===== src/rtl/uart_hs_ctrl.sv =====
module uart_hs_ctrl #(
  parameter int DW = 8
) (
  input  logic          clk,
  input  logic          rst_n,
  input  logic          reg_wr,
  input  logic [7:0]    reg_wdata,
  output logic [7:0]    reg_rdata,
  input  logic          div_sel,
  input  logic          sync_mode,
  output logic [3:0]    presc_log2,
  output logic          hs_oe,
  input  logic          cts_n,
  output logic          rts_pin,
  input  logic          rx_en,
  input  logic          rx_start,
  input  logic          rx_done,
  input  logic          tbuf_wr,
  input  logic [DW-1:0] tbuf_wdata,
  output logic          tx_load,
  output logic [DW-1:0] tx_data,
  input  logic          tx_done
);

  logic [1:0]    src_q;
  logic          rts_mode_q;
  logic          msb_q;
  logic          empty_q;
  logic          cts_s1, cts_s2;
  logic          frame_q, frame_nx;
  logic          buf_full_q;
  logic [DW-1:0] buf_q;
  logic          xfer;
  wire           unused_bits = ^reg_wdata[6:4];

  function automatic logic [DW-1:0] flip(input logic [DW-1:0] d);
    for (int i = 0; i < DW; i++) flip[i] = d[DW-1-i];
  endfunction

  assign reg_rdata = {msb_q, 3'b000, empty_q, rts_mode_q, src_q};
  assign hs_oe     = rts_mode_q;

  always_comb begin
    unique case (src_q)
      2'b00: presc_log2 = div_sel ? 4'd2  : 4'd1;
      2'b01: presc_log2 = div_sel ? 4'd5  : 4'd4;
      2'b10: presc_log2 = div_sel ? 4'd7  : 4'd6;
      default: presc_log2 = div_sel ? 4'd10 : 4'd9;
    endcase
  end

  always_ff @(posedge clk or negedge rst_n)
    if (!rst_n) begin
      src_q <= 2'b00; rts_mode_q <= 1'b0; msb_q <= 1'b0;
    end else if (reg_wr) begin
      src_q <= reg_wdata[1:0]; rts_mode_q <= reg_wdata[2]; msb_q <= reg_wdata[7];
    end

  always_ff @(posedge clk or negedge rst_n)
    if (!rst_n) {cts_s2, cts_s1} <= 2'b11;
    else        {cts_s2, cts_s1} <= {cts_s1, cts_n};

  assign frame_nx = rx_en & ~rx_done & (rx_start | frame_q);

  always_ff @(posedge clk or negedge rst_n)
    if (!rst_n) begin
      frame_q <= 1'b0; rts_pin <= 1'b1;
    end else begin
      frame_q <= frame_nx; rts_pin <= ~rx_en | frame_nx;
    end

  assign xfer = buf_full_q & empty_q & (rts_mode_q | ~cts_s2);

  always_ff @(posedge clk or negedge rst_n)
    if (!rst_n) begin
      buf_full_q <= 1'b0; buf_q <= '0; empty_q <= 1'b1;
      tx_load <= 1'b0; tx_data <= '0;
    end else begin
      tx_load <= xfer;
      if (xfer) begin
        empty_q <= 1'b0;
        buf_full_q <= 1'b0;
        tx_data <= (msb_q & sync_mode) ? flip(buf_q) : buf_q;
      end else if (tx_done) empty_q <= 1'b1;
      if (tbuf_wr) begin
        buf_full_q <= 1'b1; buf_q <= tbuf_wdata;
      end
    end

  AST_RTS_DISABLED: assert property (@(posedge clk) disable iff (!rst_n)
    !rx_en |=> rts_pin);
  AST_RTS_DONE_LOW: assert property (@(posedge clk) disable iff (!rst_n)
    rx_en && rx_done |=> !rts_pin);
  AST_LOAD_CLEARS_EMPTY: assert property (@(posedge clk) disable iff (!rst_n)
    tx_load |-> !reg_rdata[3] && $past(reg_rdata[3]));
  AST_CTS_GATE: assert property (@(posedge clk) disable iff (!rst_n)
    tx_load && !$past(hs_oe) |-> !$past(cts_s2));
  AST_DONE_SETS_EMPTY: assert property (@(posedge clk) disable iff (!rst_n)
    tx_done && !reg_rdata[3] && !tbuf_wr |=> reg_rdata[3]);

endmodule


===== config.mk =====
export PLATFORM = sky130hd
export DESIGN_NAME = uart_hs_ctrl
export DESIGN_NICKNAME = d
export VERILOG_FILES = /design/src/rtl/uart_hs_ctrl.sv
export SDC_FILE = /design/constraint.sdc
export NUM_CORES = 1
export LEC_CHECK = 0
export ABC_AREA = 1
export BUFFER_PORTS_ARGS = -buffer_cell sky130_fd_sc_hd__clkbuf_2
export CAP_MARGIN = 20
export CORE_AREA = 2 2 53 64
export CTS_CLUSTER_SIZE = 30
export DETAILED_ROUTE_END_ITERATION = 8
export DIE_AREA = 0 0 55 66
export PLACE_DENSITY = 0.75
export SETUP_SLACK_MARGIN = 0.02
export SLEW_MARGIN = 40
export SYNTH_ARGS = -nofsm -noshare
export SYNTH_HDL_FRONTEND = slang
export SYNTH_SLANG_ARGS = --single-unit

===== constraint.sdc =====
create_clock -name clk -period 1.05 [get_ports clk]
set_input_delay 0.1575 -clock clk [delete_from_list [all_inputs] [get_ports clk]]
set_output_delay 0.1575 -clock clk [all_outputs]
set_load 0.01 [all_outputs]

==> impl_results.md <==
* PD cells at 1830 nW/um2
* Total track usage at 0.153
* Worst flop-to-flop path startpoint: empty_q$_DFFE_PN1P_
* Worst hold slack at approximately 0.013 ns
* # diodes at 0
* Tcrit/Tclk final at 1.51
* Num ports at 50
* Highest Clock Rate at ~0.63 GHz
* Highest ir drop seen on vdd at between 0.8 and 0.9 mV
* Setup WS pre-CTS at -0.199 ns
* Largest net degree at the start of global routing at 17
* Fin cells at 239
* Largest cells by area after synthesis: dfrtp_1, nand2_1, dfstp_2
* DRC Markers at 0
* Sequential Power Share at 0.439
* Worst setup SP type: flop
* Most used cell, CP: inv_2
* Synthesis Warnings at 0
* Internal power at approximately 2.1 mW
* Die Area at roughly 3600 um2
* Crit Path Class: flop to primary output
* Tot Pwr at roughly 3.2 mW
* Cell Chain, Critical Path: inv_2 > fa_1 > inv_2 > clkbuf_2
* Worst Path Max Fanout at 2
* Min Tclk post-route at 1.58 ns
* Maximum clock insertion buffer count at 2
* Unique cell type count in the Yosys netlist at 17
* Flop2flop setup slack at -0.06 ns
* Setup TNS at -2.79 ns
* Final nets at ~230
* First-pass GRT wire length at approximately 4.1 mm
* Wirelength per Cell at 10.8 um
* Worst path bufs/invs at 3
* Area of the multi-input gates at 522 um2
* Synth Instances at approximately 140
* # fillers at ~270
* Arrival @ worst endpoint at between 1 and 1.5 ns
* Post-route ant nets at 0
* CTS tree: built
* Worst r2r path cells at 6
* Commonest non-fill, non-tap cell in the layout: nand2_1
* Leakage at around 0.97 nW
* Violated checks: setup timing
* Power share of the clock group at 0.138
* Seq/Total Area, Yosys at 0.559
* Cell count along the critical path at 4
* Maxcap violations at 0
* Placed wire-length estimate at about 1.8 mm
* Row count at 22
* Final Cell Area at 1770 um2
* H-tree Lvls at 1
* Core Region at around 3000 um2
* Clock skew at approximately 0.018 ns
* Post-synth top area cell: dfrtp_1
* Logic pwr share at 0.423
* Clock-pin slew on the worst setup and hold paths at 0.15 ns
* Final hold vios at 0
* Final WS setup at -0.534 ns
* Mean Syn Cell Area at 8.57 um2
* Reg2reg end: tx_data[5]$_DFFE_PN0P_
* Area growth syn-to-layout at 45.0%
* FF/Latch Area at about 700 um2
* Worst setup EP type: primary output
* Slowest CP cell: fa_1
* DIE HEIGHT at 66 um
* Root cell of the clock tree: clkbuf_4
* CP top delay family: adder cells
* Clock sink total at 27
* GRT Residual Overflow at 0
* Post-layout util at 0.583
* Regs by FF count: buf_q (8), tx_data (8), src_q (2)
* RSZ-0062 raised after global routing: yes
* Outcome: finished, violations left
* Vias/cell at around 4.4
* Critical Path Source: src_q[1]$_DFFE_PN0P_
* CTS buffer count at 3
* Post-synthesis cell area at roughly 1200 um2
* Worst setup endpoint: presc_log2[0]
* Initial DRC Count at 24
* Placed Area at roughly 1500 um2
* Initial core utilization at 0.402
* Gp weighted congestion at 0.715
* Most frequent cells in the layout: nand2_1, clkbuf_2, dfrtp_1, buf_4, buf_6
* IO Port Bufs at 42
* Routed WL at approximately 2.6 mm
* Net Sw Frac at 0.341
* Initial antenna violation count at 0
* Top cell type's share of synthesized area at 0.473
* Worst min path class: input pin to flop
* CP max stage delay at 0.53 ns
* Max Slew Vio Count at 0
* Worst-skew pair later-pin latency at ~0.33 ns
* Vias in the first global route at 971
* WP data required at 0.89 ns
* Layout cells sized above 1 at 0.438
* Via count at ~1000
* DR pass1 iterations at 6
* Final setup viols at 17
* Psw at about 1.1 mW
* Overall die width at 55 um
* Seq cells post-synth at 27
* Cells after DPL at between 200 and 250
[power by group through the flow]
stage / combinational, mW / clock [mW] / sequential [mW]
detailed placement: 0.863 / 0 / 1.44
floorplan: 0.428 / 0 / 1.51
CTS: 1.05 / 0.459 / 1.43
global placement: 0.839 / 0 / 1.44
finish: 1.37 / 0.447 / 1.42
global route: 1.51 / 0.509 / 1.45
[routing by layer]
| metal | GRT usage | part of all wire |
|---|---|---|
| met1 | 0.186 | 0.40 |
| met2 | 0.275 | 0.55 |
| met3 | 0.00679 | 0.033 |
| met4 | 0.0549 | 0.012 |
| met5 | 0 | 0 |
[cell type report]
type | instances | share of cell area
Multi-Input combinational cell | 100 | 0.296
Inverter | 9 | 0.0206
Sequential cell | 27 | 0.387
Tap cell | 36 | 0.0255
Clock inverter | 1 | 0.00425
Timing Repair Buffer | 63 | 0.254
Clock buffer | 3 | 0.0128
[worst min path at each step]
stage | from | cells after the start | endpoint | slack [ns]
floorplan | rst_n | 0 | buf_full_q$_DFFE_PN0P_ | -0.14
CTS | tbuf_wdata[4] | 3 | buf_q[4]$_DFFE_PN0P_ | 0.01
global route | tbuf_wdata[3] | 3 | buf_q[3]$_DFFE_PN0P_ | 0.01
global placement | rst_n | 1 | tx_data[3]$_DFFE_PN0P_ | 0.07
detailed placement | rst_n | 1 | tx_data[3]$_DFFE_PN0P_ | 0.08
finish | tbuf_wdata[4] | 3 | buf_q[4]$_DFFE_PN0P_ | 0.01
[synth_stat cells]
cell,count
nand2_1,73
dfrtp_1,23
inv_1,8
nand3_1,8
buf_4,7
o21ai_0,5
dfstp_2,4
nor2_1,3
buf_2,2
ha_1,2
a21oi_4,1
clkinv_1,1
conb_1,1
fa_1,1
nand2_2,1
nand2_4,1
nor3b_1,1
[cells by family (layout without fill, tap and decap cells)]
| family | after synthesis | count (layout) | synth area share |
|---|---|---|---|
| flops | 27 | 27 | 0.559 |
| fa+ha+maj | 3 | 3 | 0.0370 |
| other cells | 1 | 3 | 0.00308 |
| compound gates | 6 | 7 | 0.0339 |
| simple gates | 87 | 87 | 0.288 |
| buf+inv | 18 | 76 | 0.0791 |
[worst register-to-register path, cell delays in order (launching register included)]
cell,delay [ns]
dfstp_2,0.57
buf_6,0.10
nand2_4,0.06
inv_2,0.07
nand2_4,0.09
nand2_1,0.08
nand2_1,0.05
[repair_timing]
| item | in CTS | in global routing |
|---|---|---|
| hold buffers | 4 | 0 |
| buffers inserted | 4 | 11 |
| endpoints found under the hold margin | 20 | 0 |
| pin swaps | 1 | 6 |
| setup endpoints to repair | 18 | 30 |
| cloned | 1 | 0 |
| gates resized for setup | 16 | 24 |
Note: power is estimated with default switching activity, not from simulation.
